**src/rtl/txg_pkg.sv**
```systemverilog
package txg_pkg;
   // Line levels of the active-low transmit input
   typedef enum logic {
      LINE_DOM = 1'b0,
      LINE_REC = 1'b1
   } line_t;

   // Edge events on the synchronized line
   typedef struct packed {
      logic fall;
      logic rise;
   } edge_ev_t;

   function automatic int unsigned cnt_width(input int unsigned limit);
      return (limit < 2) ? 1 : $clog2(limit + 1);
   endfunction
endpackage

```
**src/rtl/txg_sync.sv**
```systemverilog
module txg_sync #(
   parameter int unsigned STAGES = 2
) (
   input  logic clk,
   input  logic rst_n,
   input  logic d_async,
   output logic q_sync
);
   import txg_pkg::*;

   generate
      if (STAGES == 0) begin : g_bypass
         assign q_sync = d_async;
      end else if (STAGES == 1) begin : g_single
         logic q_r;
         always_ff @(posedge clk or negedge rst_n) begin
            if (!rst_n) q_r <= LINE_REC;
            else        q_r <= d_async;
         end
         assign q_sync = q_r;
      end else begin : g_chain
         logic [STAGES-1:0] sh_r;
         always_ff @(posedge clk or negedge rst_n) begin
            if (!rst_n) sh_r <= {STAGES{LINE_REC}};
            else        sh_r <= {sh_r[STAGES-2:0], d_async};
         end
         assign q_sync = sh_r[STAGES-1];
      end
   endgenerate
endmodule

```
**src/rtl/txg_edge.sv**
```systemverilog
module txg_edge (
   input  logic              clk,
   input  logic              rst_n,
   input  logic              active,
   input  logic              line,
   output txg_pkg::edge_ev_t ev
);
   import txg_pkg::*;

   logic hist_r;

   // History is forced recessive outside normal mode, so a line that is
   // already low on entry shows up as a falling edge
   always_ff @(posedge clk or negedge rst_n) begin
      if (!rst_n)       hist_r <= LINE_REC;
      else if (!active) hist_r <= LINE_REC;
      else              hist_r <= line;
   end

   always_comb begin
      ev.fall = active && (hist_r == LINE_REC) && (line == LINE_DOM);
      ev.rise = active && (hist_r == LINE_DOM) && (line == LINE_REC);
   end

   assert_edge_excl_R5: assert property (@(posedge clk) disable iff (!rst_n)
      !(ev.fall && ev.rise));
endmodule

```
**src/rtl/txg_timer.sv**
```systemverilog
module txg_timer #(
   parameter int unsigned LIMIT = 16
) (
   input  logic              clk,
   input  logic              rst_n,
   input  logic              active,
   input  logic              line,
   input  txg_pkg::edge_ev_t ev,
   output logic              expired
);
   import txg_pkg::*;

   localparam int unsigned CW = cnt_width(LIMIT);
   localparam logic [CW-1:0] LIM_V = CW'(LIMIT);

   logic [CW-1:0] cnt_r;
   logic          armed_r;

   always_ff @(posedge clk or negedge rst_n) begin
      if (!rst_n) begin
         cnt_r   <= '0;
         armed_r <= 1'b0;
      end else if (!active || ev.rise) begin
         cnt_r   <= '0;
         armed_r <= 1'b0;
      end else if (ev.fall) begin
         cnt_r   <= CW'(1);
         armed_r <= 1'b1;
      end else if (armed_r && (cnt_r != LIM_V)) begin
         cnt_r   <= cnt_r + CW'(1);
      end
   end

   assign expired = armed_r && (cnt_r == LIM_V);

   assert_cnt_bound_R4: assert property (@(posedge clk) disable iff (!rst_n)
      cnt_r <= LIM_V);
   assert_sat_hold_R4: assert property (@(posedge clk) disable iff (!rst_n)
      (expired && active && !ev.rise) |=> expired);
   assert_rise_clears_R5: assert property (@(posedge clk) disable iff (!rst_n)
      ev.rise |=> (cnt_r == '0));
   assert_mode_clear_R6: assert property (@(posedge clk) disable iff (!rst_n)
      !active |=> (!armed_r && cnt_r == '0));
   assert_fault_on_low_R2: assert property (@(posedge clk) disable iff (!rst_n)
      $rose(expired) |-> $past(line == LINE_DOM));
endmodule

```
**src/rtl/txd_dom_guard.sv**
```systemverilog
module txd_dom_guard #(
   parameter int unsigned TIMEOUT_CYC = 1_700_000,
   parameter int unsigned SYNC_STAGES = 2
) (
   input  logic clk,
   input  logic rst_n,
   input  logic tx_level,
   input  logic norm_mode,
   output logic drv_permit,
   output logic dom_fault
);
   import txg_pkg::*;

   generate
      if (TIMEOUT_CYC < 2) begin : g_bad_timeout
         $error("TIMEOUT_CYC must be at least 2");
      end
      if (SYNC_STAGES > 8) begin : g_bad_sync
         $error("SYNC_STAGES must not exceed 8");
      end
   endgenerate

   logic     tx_s;
   edge_ev_t ev;
   logic     expired;

   txg_sync #(.STAGES(SYNC_STAGES)) u_sync (
      .clk     (clk),
      .rst_n   (rst_n),
      .d_async (tx_level),
      .q_sync  (tx_s)
   );

   txg_edge u_edge (
      .clk    (clk),
      .rst_n  (rst_n),
      .active (norm_mode),
      .line   (tx_s),
      .ev     (ev)
   );

   txg_timer #(.LIMIT(TIMEOUT_CYC)) u_timer (
      .clk     (clk),
      .rst_n   (rst_n),
      .active  (norm_mode),
      .line    (tx_s),
      .ev      (ev),
      .expired (expired)
   );

   assign dom_fault  = norm_mode && expired;
   assign drv_permit = norm_mode && !expired;

   assert_permit_mode_R3: assert property (@(posedge clk) disable iff (!rst_n)
      $rose(drv_permit) |-> norm_mode);
   assert_fault_release_R5: assert property (@(posedge clk) disable iff (!rst_n)
      ($fell(dom_fault) && norm_mode) |-> $past(tx_s == LINE_REC));
endmodule

```
**config.mk**
```make
export PLATFORM = sky130hd
export DESIGN_NAME = txd_dom_guard
export DESIGN_NICKNAME = d
export VERILOG_FILES = /design/src/rtl/txg_pkg.sv /design/src/rtl/txg_sync.sv /design/src/rtl/txg_edge.sv /design/src/rtl/txg_timer.sv /design/src/rtl/txd_dom_guard.sv
export SDC_FILE = /design/constraint.sdc
export NUM_CORES = 1
export LEC_CHECK = 0
export ABC_CLOCK_PERIOD_IN_PS = 2680
export BUFFER_PORTS_ARGS = -buffer_cell sky130_fd_sc_hd__buf_2
export CAP_MARGIN = 20
export CORE_ASPECT_RATIO = 1.1
export CORE_MARGIN = 1.5
export CORE_UTILIZATION = 55
export CTS_BUF_LIST = sky130_fd_sc_hd__clkbuf_8
export DETAILED_ROUTE_END_ITERATION = 10
export PLACE_DENSITY = 0.84
export SLEW_MARGIN = 20
export SYNTH_ARGS = -nofsm -noshare
export SYNTH_HDL_FRONTEND = slang
export SYNTH_SLANG_ARGS = --single-unit
```
**constraint.sdc**
```tcl
create_clock -name clk -period 2.68 [get_ports clk]
set_clock_uncertainty 0.2 [all_clocks]
set_input_delay 0.536 -clock clk [delete_from_list [all_inputs] [get_ports clk]]
set_output_delay 0.536 -clock clk [all_outputs]
set_load 0.01 [all_outputs]
```
==> impl_summary.log, run 1 <==
INFO  metric status = finished, final reports clean
INFO  metric detail_route.vias_per_cell = approximately 6.1
INFO  metric critPathCaptureType = output port
INFO  metric worstPathCellList = nor4b_1 > nand4_1 > nor2_2 > and2_1 > buf_2
INFO  metric crit_path_top_delay_cell = sky130_fd_sc_hd__nor4b_1
INFO  metric main_area_contributors_after_synthesis = sky130_fd_sc_hd__dfrtp_1 (42%), sky130_fd_sc_hd__dfstp_2 (6.0%), sky130_fd_sc_hd__xor2_1 (4.7%), sky130_fd_sc_hd__nand3_1 (3.4%), sky130_fd_sc_hd__o21ai_0 (3.4%)
INFO  metric port_buffers = 5
INFO  metric area.growth.synth_to_final = 8.67%
INFO  metric syn-cell-area = ~1300 sq um
INFO  metric synth_area_per_cell = between 9 and 10 sq um
INFO  metric setup.worst_path.class = reg2out
INFO  metric num-fill-cells = 190
INFO  metric routabilityCongestion = 0.787
INFO  metric cts.sinks = 25
INFO  metric proportion_of_layout_cells_with_a_drive_suffix_above_1 = 0.160
INFO  metric ir_worst_vdd = 318 uV
INFO  metric fp.dieArea = 2690 sq um
INFO  metric cap_viol_max_count = 0
INFO  metric drtPass1Iterations = 5
INFO  metric worstSetupStartpoint = u_timer.cnt_r[11]$_DFFE_PN0P_
INFO  metric endpoint = dom_fault
INFO  metric synth-seq-cells = 25
INFO  metric max_slew.worst_pin.slew = 0.621 ns
INFO  metric hold_class = in2async
INFO  metric r2r-start = u_timer.cnt_r[11]$_DFFE_PN0P_
INFO  metric synth.distinct_cells = 34
INFO  metric powerDensity = 459 nW/um^2
INFO  metric antenna_violating_nets_post_route = 0
INFO  metric timing.final.setup_violations = 0
INFO  metric fp-row-count = 18
INFO  metric globalRouteMet1Util = 0.270
INFO  metric slew_headroom = 0.584
INFO  metric vias = 1064
INFO  metric post-dp-hpwl = just under 2 mm
INFO  metric critPathMaxStageDelay = 0.44 ns
INFO  metric finalNetCount = 151
INFO  metric tcrit_tclk_final = 0.967
INFO  metric die-width = roughly 50 microns
INFO  metric antenna_violations_before_repair = 0
INFO  metric place.detailed.instances = 170
INFO  metric drc_markers = 0
INFO  metric timing.reg2reg.setup_slack = 0.33 ns
INFO  metric num_io_pins = 6
INFO  metric final_period_minus_worst_setup_slack = about 2.6 ns
INFO  metric met2_usage = 0.371
INFO  metric achievable-frequency = roughly 390 MHz
INFO  metric post_drt_wl_per_cell = 15.6 microns
INFO  metric grt_first_pass_wirelength = 4.44 mm
INFO  metric final-instance-count-excl-fill = approximately 170
INFO  metric critPathLaunchType = flip-flop
INFO  metric cts_max_level = 1
INFO  metric reg2reg_depth = 5
INFO  metric synth_nets = 144
INFO  metric synthesis.yosys.warnings = 0
INFO  metric clk_transition_reported_paths = 0.09 ns
INFO  metric grt_max_degree = 26
INFO  metric ant_diodes = 0
INFO  metric first_global_vias = 975
INFO  metric yosysTopAreaCell = sky130_fd_sc_hd__dfrtp_1
INFO  metric cts_setup_buffers = 0
INFO  metric final_slew_viol_count = 0
INFO  metric start_util = 0.583
INFO  metric finalWirelength = 2.71 mm
INFO  metric final_hold_viol_count = 0
INFO  metric worst-endpoint-required = between 1.5 and 2 ns
INFO  metric netlist.area_leader.share = 0.419
INFO  metric critPathArrivalTime = 1.86 ns
INFO  metric track_usage = 0.224
INFO  metric total_power = between 0.6 and 0.7 mW
INFO  metric met3_usage_in_global_routing = 0.0464
INFO  metric timing.setup.tns = 0 ns
INFO  metric timing.rr.end = u_timer.cnt_r[7]$_DFFE_PN0P_
INFO  metric overflow_left_after_global_routing = 0
INFO  metric cts_buffers = 3
INFO  metric power_leakage = 0.531 nW
INFO  metric syn_inst = roughly 140
INFO  metric gr-max-usage-layer = met2
INFO  metric critical_path_peak_fanout = 5
INFO  metric cts_root_buf = sky130_fd_sc_hd__clkbuf_8
INFO  metric design.core.area = 2250 sq um
INFO  metric cts_tree = yes
INFO  metric synth_seq_area_share = 0.479
INFO  metric die_h = 54.3 microns
INFO  metric max-clock-path-buffers = 2
INFO  metric dr.first_iter.drc_count = 18
INFO  metric clock_latency = 0.27 ns
[worst max-delay path: cells and delay by family, from the launching register on]
family | cells | cell delay, ns
buffers and inverters | 1 | 0.14
DFF | 1 | 0.42
and+or+nand+nor | 4 | 1.02
[state kept, by name (all words and copies together) (netlist names)]
signal,count
u_edge.hist_r,1
u_timer.cnt_r,21
u_sync.g_chain.sh_r,2
u_timer.armed_r,1
[worst min-delay path by stage]
stage	to	slack [ns]	from
after global routing	u_timer.cnt_r[18]$_DFFE_PN0P_	0.09	rst_n
after floorplan	u_timer.armed_r$_DFFE_PN0P_	0.04	rst_n
after CTS	u_timer.cnt_r[18]$_DFFE_PN0P_	0.06	rst_n
after detailed placement	u_sync.g_chain.sh_r[1]$_DFF_PN1_	0.16	u_sync.g_chain.sh_r[0]$_DFF_PN1_
final	u_timer.cnt_r[18]$_DFFE_PN0P_	0.03	rst_n
after global placement	u_sync.g_chain.sh_r[1]$_DFF_PN1_	0.15	u_sync.g_chain.sh_r[0]$_DFF_PN1_
[logic make-up after synthesis]
| group | after synthesis | synth area share |
|---|---|---|
| and+or+nand+nor | 69 | 0.302 |
| adders and majority gates | 2 | 0.0190 |
| xor gates and xnor gates | 12 | 0.0800 |
| DFF | 25 | 0.479 |
| buffers and inverters | 8 | 0.0286 |
| AOI/OAI and AO/OA | 22 | 0.0914 |
[cells in the final DEF, fill, tap and decap left out, drive strengths merged, types with 2 or more instances in the layout]
cell,n
xor2,7
and3,2
nor4b,2
nor4bb,2
and2,2
inv,4
nor2,14
nand4,7
nor4,3
clkbuf,3
dfstp,3
o211ai,3
a21oi,8
or4,3
nand2,12
or3,7
buf,6
o21ai,10
nand3,10
dfrtp,22
xnor2,5
ha,2
nor3,2
[layout make-up]
type	count	area [sq um]	area share
multi-input combinational	105	664	0.465
sequential	25	629	0.441
clock buffer	3	41.3	0.0289
tap	30	37.5	0.0263
timing repair buffer	6	32.5	0.0228
inverter	4	15.0	0.0105
clock inverter	1	7.51	0.00526
[timing repair]
| item | CTS | global route |
|---|---|---|
| pin swaps | 0 | 1 |
| resized for setup | 1 | 2 |
| hold buffers | 0 | 0 |
| cloned | 0 | 0 |
| endpoints found under the hold margin | 0 | 0 |
| setup endpoints to repair | 1 | 1 |
[metrics by stage]
stage                     hold slack [ns]  setup WS (ns)   util  area, sq um
after floorplan                    0.0404          0.671      -         1310
after global placement              0.152          0.497  0.604         1360
after detailed placement            0.160          0.267  0.604         1360
after CTS                          0.0565         0.0876  0.629         1420
after global routing               0.0877        -0.0305  0.634         1430
final                              0.0302         0.0889  0.634         1430
[routing by layer]
layer | up-vias | wire (microns)
met5 | - | 0
met4 | 0 | 105
met3 | 12 | 77
met2 | 27 | 1390
met1 | 521 | 1140
li1 | 504 | -
[power by group]
part           switching (mW)  internal [mW]  leakage, nW
logic                  0.0273         0.0119        0.172
clock network           0.119          0.105       0.0217
registers             0.00688          0.384        0.337
[Yosys cell counts]
library cell and count:
sky130_fd_sc_hd__o21ai_1 1, sky130_fd_sc_hd__nor3_1 2, sky130_fd_sc_hd__or3_1 6, sky130_fd_sc_hd__nand2_1 12
sky130_fd_sc_hd__nor4_2 2, sky130_fd_sc_hd__clkbuf_1 3, sky130_fd_sc_hd__xnor2_1 5, sky130_fd_sc_hd__nor2_2 2
sky130_fd_sc_hd__nand3_2 1, sky130_fd_sc_hd__xor2_1 7, sky130_fd_sc_hd__or2_1 1, sky130_fd_sc_hd__inv_1 4
sky130_fd_sc_hd__o31ai_1 1, sky130_fd_sc_hd__o21ai_0 9, sky130_fd_sc_hd__or3_2 1, sky130_fd_sc_hd__dfrtp_1 22
sky130_fd_sc_hd__or4_1 2, sky130_fd_sc_hd__nor2b_1 1, sky130_fd_sc_hd__o211ai_1 3, sky130_fd_sc_hd__nor2_1 12
sky130_fd_sc_hd__nand4_1 7, sky130_fd_sc_hd__nor4b_1 2, sky130_fd_sc_hd__ha_1 2, sky130_fd_sc_hd__nor4_1 1
sky130_fd_sc_hd__a21oi_1 8, sky130_fd_sc_hd__and3_1 1, sky130_fd_sc_hd__nand3_1 9, sky130_fd_sc_hd__or4_4 1
sky130_fd_sc_hd__buf_6 1, sky130_fd_sc_hd__and2_1 2, sky130_fd_sc_hd__nor4bb_1 2, sky130_fd_sc_hd__dfstp_2 3
sky130_fd_sc_hd__and3_2 1, sky130_fd_sc_hd__nand2b_1 1
(Power assumes the default switching activity.)
==> run 2: changes to the inputs <==
- CORE_UTILIZATION: 55 -> 40
- PLACE_DENSITY: 0.84 -> 0.67
==> impl_summary.log, run 2 (synthesis gave the netlist of run 1 again) <==
INFO  metric status = finished, final reports clean
INFO  metric reg2reg_depth = 8
INFO  metric met2_usage = 0.278
INFO  metric setup.worst_path.class = reg2out
INFO  metric vias = 1092
INFO  metric design.core.area = around 3100 sq um
INFO  metric r2r-start = u_timer.cnt_r[0]$_DFFE_PN0P_
INFO  metric clock_latency = between 0.2 and 0.3 ns
INFO  metric largest_reg_flops = 21
INFO  metric post_drt_wl_per_cell = 15.7 microns
INFO  metric count_of_hold_buffers_inserted_by_post_cts_repair = 0
INFO  metric antenna_violations_before_repair = 0
INFO  metric gr-max-usage-layer = met2
INFO  metric antenna_violating_nets_post_route = 0
INFO  metric max_slew.worst_pin.slew = 0.565 ns
INFO  metric fp-row-count = 21
INFO  metric finalNetCount = 155
INFO  metric register_name_with_the_most_flops = u_timer.cnt_r
INFO  metric proportion_of_layout_cells_with_a_drive_suffix_above_1 = 0.169
INFO  metric drtPass1Iterations = 4
INFO  metric layout.cells.most_common = sky130_fd_sc_hd__dfrtp_1
INFO  metric start_util = 0.424
INFO  metric die-width = 57.6 microns
INFO  metric achievable-frequency = 382 MHz
INFO  metric final_period_minus_worst_setup_slack = 2.62 ns
INFO  metric worstSetupStartpoint = u_timer.cnt_r[0]$_DFFE_PN0P_
INFO  metric hold_class = in2async
INFO  metric critPathLaunchType = flip-flop
INFO  metric drc_markers = 0
INFO  metric cts.sinks = 25
INFO  metric powerDensity = 458 nW/um^2
INFO  metric cap_viol_max_count = 0
INFO  metric most-common-layout-cells = sky130_fd_sc_hd__dfrtp_1 (22), sky130_fd_sc_hd__nand2_1 (12), sky130_fd_sc_hd__nor2_1 (11)
INFO  metric routabilityCongestion = 0.754
INFO  metric num-fill-cells = 313
INFO  metric slew_headroom = 0.624
INFO  metric ant_diodes = 0
INFO  metric dr.first_iter.drc_count = 34
INFO  metric overflow_left_after_global_routing = 0
INFO  metric area.growth.synth_to_final = 9.90%
INFO  metric post-dp-hpwl = 1.84 mm
INFO  metric timing.setup.tns = 0 ns
INFO  metric final_core_util = 0.466
INFO  metric worst-endpoint-required = 1.94 ns
INFO  metric critical_path_peak_fanout = 3
INFO  metric largest_registers = u_timer.cnt_r: 21 flops, u_sync.g_chain.sh_r: 2 flops
INFO  metric fp.dieArea = 3640 sq um
INFO  metric ir_worst_vdd = 203 uV
INFO  metric tcrit_tclk_final = 0.977
INFO  metric num_io_pins = 6
INFO  metric grt_first_pass_wirelength = 4.70 mm
INFO  metric globalRouteMet1Util = 0.214
INFO  metric timing.final.setup_violations = 0
INFO  metric detail_route.vias_per_cell = 6.00
INFO  metric cts_tree = yes
INFO  metric met3_usage_in_global_routing = 0.0246
INFO  metric first_global_vias = between 1000 and 1500
INFO  metric port_buffers = 5
INFO  metric timing.reg2reg.setup_slack = 0.25 ns
INFO  metric power_leakage = approximately 0.55 nW
INFO  metric die_h = around 63 microns
INFO  metric final_hold_viol_count = 0
INFO  metric grt_max_degree = 26
INFO  metric final_slew_viol_count = 0
INFO  metric clk_transition_reported_paths = 0.09 ns
INFO  metric critPathArrivalTime = 1.88 ns
INFO  metric cts_buffers = 3
INFO  metric max-clock-path-buffers = 2
INFO  metric critPathCaptureType = output port
INFO  metric cts_root_buf = sky130_fd_sc_hd__clkbuf_8
INFO  metric timing.rr.end = u_timer.cnt_r[10]$_DFFE_PN0P_
INFO  metric track_usage = 0.167
INFO  metric cts_max_level = 1
INFO  metric finalWirelength = between 2 and 3 mm
## run 2: cell types whose count changed in the layout (fill, tap and decap cells not counted)
cell	change
sky130_fd_sc_hd__buf_4	+4
sky130_fd_sc_hd__clkinvlp_4	-1
sky130_fd_sc_hd__inv_1	+1
sky130_fd_sc_hd__nor4b_1	+1
sky130_fd_sc_hd__nor4b_4	-1
## run 2: metrics by stage
stage	power, mW	std cells	setup slack [ns]	hold WS, ns	area, sq um
after floorplan	0.419	138	0.671	0.0404	1310
after global placement	0.438	175	0.461	0.154	1370
final	0.662	182	0.0615	0.0419	1440
after CTS	0.661	179	0.0675	0.0634	1420
after global routing	0.687	182	-0.0273	0.0862	1440
after detailed placement	0.440	175	0.401	0.149	1370
## run 2: power breakdown
| group | internal (mW) | switching (mW) | total (mW) |
|---|---|---|---|
| registers | 0.384 | 0.00748 | 0.392 |
| clock network | 0.103 | 0.125 | 0.228 |
| logic | 0.0123 | 0.0290 | 0.0413 |
| total | 0.500 | 0.162 | 0.662 |
## run 2: layout make-up
type	instances	area, sq um	share of cell area
flip-flops and latches	25	629	0.436
clock inverters	1	3.75	0.00260
multi-input cells	105	649	0.450
well taps	34	42.5	0.0295
inverters	4	15.0	0.0104
clock buffers	3	41.3	0.0286
repair buffers	10	62.6	0.0433
## run 2: worst max-delay path, stage by stage, from the launching register on
cell                       delay [ns]
sky130_fd_sc_hd__dfrtp_1         0.41
sky130_fd_sc_hd__inv_1           0.13
sky130_fd_sc_hd__ha_1            0.17
sky130_fd_sc_hd__nor4bb_1        0.23
sky130_fd_sc_hd__nand4_1         0.24
sky130_fd_sc_hd__nor2_2          0.18
sky130_fd_sc_hd__and2_1          0.12
sky130_fd_sc_hd__buf_2           0.12
## run 2: worst max-delay path by stage
| stage | endpoint | slack (ns) | cells past startpoint |
|---|---|---|---|
| after detailed placement | dom_fault | 0.40 | 7 |
| after global routing | dom_fault | -0.03 | 7 |
| final | dom_fault | 0.06 | 7 |
| after CTS | dom_fault | 0.07 | 7 |
| after floorplan | dom_fault | 0.67 | 6 |
| after global placement | dom_fault | 0.46 | 7 |
## run 2: layer usage
metal | vias up | share of wire
met4 | 0 | 0.025
li1 | 512 | -
met3 | 7 | 0.049
met5 | - | 0
met1 | 539 | 0.43
met2 | 34 | 0.49
## run 2: repair_timing
item                                    in CTS  in global routing
endpoints found under the setup margin       0                  2
resized for setup                            0                  1
setup buffers                                0                  3
==> run 3: changes to the inputs <==
- PLACE_DENSITY: 0.67 -> default
- REMOVE_ABC_BUFFERS: default -> 1
==> impl_summary.log, run 3 (synthesis gave the netlist of run 1 again) <==
INFO  metric status = finished, final reports clean
INFO  metric drc_markers = 0
INFO  metric max_slew.worst_pin.slew = 0.580 ns
INFO  metric num_io_pins = 6
INFO  metric cts.sinks = 25
INFO  metric final_hold_viol_count = 0
INFO  metric finalWirelength = 2.58 mm
INFO  metric cap_viol_max_count = 0
INFO  metric post_drt_wl_per_cell = approximately 14 microns
INFO  metric timing.reg2reg.setup_slack = 0.44 ns
INFO  metric cp.buffers_inverters = 2
INFO  metric start_util = 0.424
INFO  metric hold_ws = 0.0430 ns
INFO  metric crit_path_top_delay_cell = sky130_fd_sc_hd__dfrtp_1
INFO  metric routabilityCongestion = 0.853
INFO  metric area.growth.synth_to_final = 8.57%
INFO  metric dr.first_iter.drc_count = 15
INFO  metric grt_max_degree = 26
INFO  metric cts_max_level = 1
INFO  metric die_h = roughly 63 microns
INFO  metric preCtsSetupSlack = 0.440 ns
INFO  metric design.core.area = 3100 sq um
INFO  metric crit_cells = 7
INFO  metric vias = 1031
INFO  metric finalNetCount = 153
INFO  metric final_period_minus_worst_setup_slack = 2.49 ns
INFO  metric track_usage = 0.156
INFO  metric largest_registers = u_timer.cnt_r: 21 flops, u_sync.g_chain.sh_r: 2 flops
INFO  metric cts_root_buf = sky130_fd_sc_hd__clkbuf_8
INFO  metric antenna_violations_before_repair = 0
INFO  metric proportion_of_layout_cells_with_a_drive_suffix_above_1 = 0.151
INFO  metric hold_class = in2async
INFO  metric fp.dieArea = 3640 sq um
INFO  metric critical_path_peak_fanout = 3
INFO  metric timing.critical_path.max_delay_family = simple AND/OR/NAND/NOR gates
INFO  metric count_of_hold_buffers_inserted_by_post_cts_repair = 0
INFO  metric setup.worst_path.class = reg2out
INFO  metric die-width = 57.6 microns
INFO  metric cts_buffers = 3
INFO  metric critPathCaptureType = output port
INFO  metric grt_setup_unrepaired = no
INFO  metric overflow_left_after_global_routing = 0
INFO  metric grt_first_pass_wirelength = between 4 and 5 mm
INFO  metric cts_setup_buffers = 0
INFO  metric cts-resized-gates = 0
INFO  metric powerDensity = 453 nW/um^2
INFO  metric timing.rr.end = u_timer.cnt_r[0]$_DFFE_PN0P_
INFO  metric fp-row-count = 21
INFO  metric antenna_violating_nets_post_route = 0
INFO  metric final_critical_path_setup_slack = 0.189 ns
INFO  metric worst-endpoint-required = 1.94 ns
INFO  metric ir_worst_vdd = 315 uV
INFO  metric timing.final.setup_violations = 0
INFO  metric r2r-start = u_timer.cnt_r[0]$_DFFE_PN0P_
INFO  metric ant_diodes = 0
INFO  metric critPathMaxStageDelay = 0.40 ns
INFO  metric worstPathCellList = inv_1 > ha_1 > nor4bb_1 > nand4_1 > nor2_1 > and2_1 > buf_2
INFO  metric layout.cells.most_common = sky130_fd_sc_hd__dfrtp_1
INFO  metric most-common-layout-cells = sky130_fd_sc_hd__dfrtp_1 (22), sky130_fd_sc_hd__nor2_1 (12), sky130_fd_sc_hd__nand2_1 (12)
INFO  metric first_global_vias = 988
INFO  metric port_buffers = 5
INFO  metric timing.setup.tns = 0 ns
INFO  metric achievable-frequency = 401 MHz
INFO  metric register_name_with_the_most_flops = u_timer.cnt_r
INFO  metric post-dp-hpwl = between 1.5 and 2 mm
INFO  metric detail_route.vias_per_cell = approximately 5.7
INFO  metric critPathLaunchType = flip-flop
INFO  metric max-clock-path-buffers = 2
INFO  metric power_leakage = 0.541 nW
INFO  metric final_slew_viol_count = 0
INFO  metric largest_reg_flops = 21
INFO  metric cts_tree = yes
INFO  metric clk_transition_reported_paths = 0.09 ns
INFO  metric slew_headroom = 0.610
INFO  metric drtPass1Iterations = 4
INFO  metric clock_latency = 0.27 ns
INFO  metric critPathArrivalTime = 1.76 ns
INFO  metric tcrit_tclk_final = 0.930
INFO  metric reg2reg_depth = 8
[run 3: cell types whose count changed in the layout (fill, tap and decap cells not counted), sizes merged]
cell,change
buf,-2
[run 3: worst max-delay path by stage]
| stage | startpoint | end | slack [ns] |
|---|---|---|---|
| global placement | u_timer.cnt_r[0]$_DFFE_PN0P_ | dom_fault | 0.49 |
| floorplan | u_timer.cnt_r[0]$_DFFE_PN0P_ | dom_fault | 0.67 |
| detailed placement | u_timer.cnt_r[0]$_DFFE_PN0P_ | dom_fault | 0.44 |
| finish | u_timer.cnt_r[0]$_DFFE_PN0P_ | dom_fault | 0.19 |
| CTS | u_timer.cnt_r[0]$_DFFE_PN0P_ | dom_fault | 0.14 |
| global route | u_timer.cnt_r[0]$_DFFE_PN0P_ | dom_fault | 0.02 |
[run 3: final cells by class]
class	count	area (sq um)
tap	34	42.5
clock inverter	1	3.75
multi-input combinational	105	647
inverter	4	15.0
fill	297	1670
clock buffer	3	41.3
sequential	25	629
timing repair buffer	8	47.5
[run 3: layer usage]
layer  part of all wire  vias to the layer above  routed length, microns  track usage
li1                   -                      507                       -            -
met2               0.45                       19                    1170        0.246
met1               0.49                      503                    1270        0.221
met4             0.0077                        0                      20       0.0262
met5                  0                        -                       0            0
met3              0.045                        2                     115       0.0370
[run 3: report_power, final]
| part | leakage (nW) | internal, mW | switching, mW |
|---|---|---|---|
| logic | 0.178 | 0.0121 | 0.0274 |
| registers | 0.337 | 0.384 | 0.00695 |
| clock network | 0.0269 | 0.102 | 0.113 |
[run 3: per-stage QoR]
stage               total power, mW  utilization  instance area [sq um]  std cells
floorplan                     0.418            -                   1290        134
global placement              0.439        0.443                   1370        175
detailed placement            0.439        0.443                   1370        175
CTS                           0.659        0.458                   1420        179
global route                  0.677        0.460                   1430        180
finish                        0.646        0.460                   1430        180
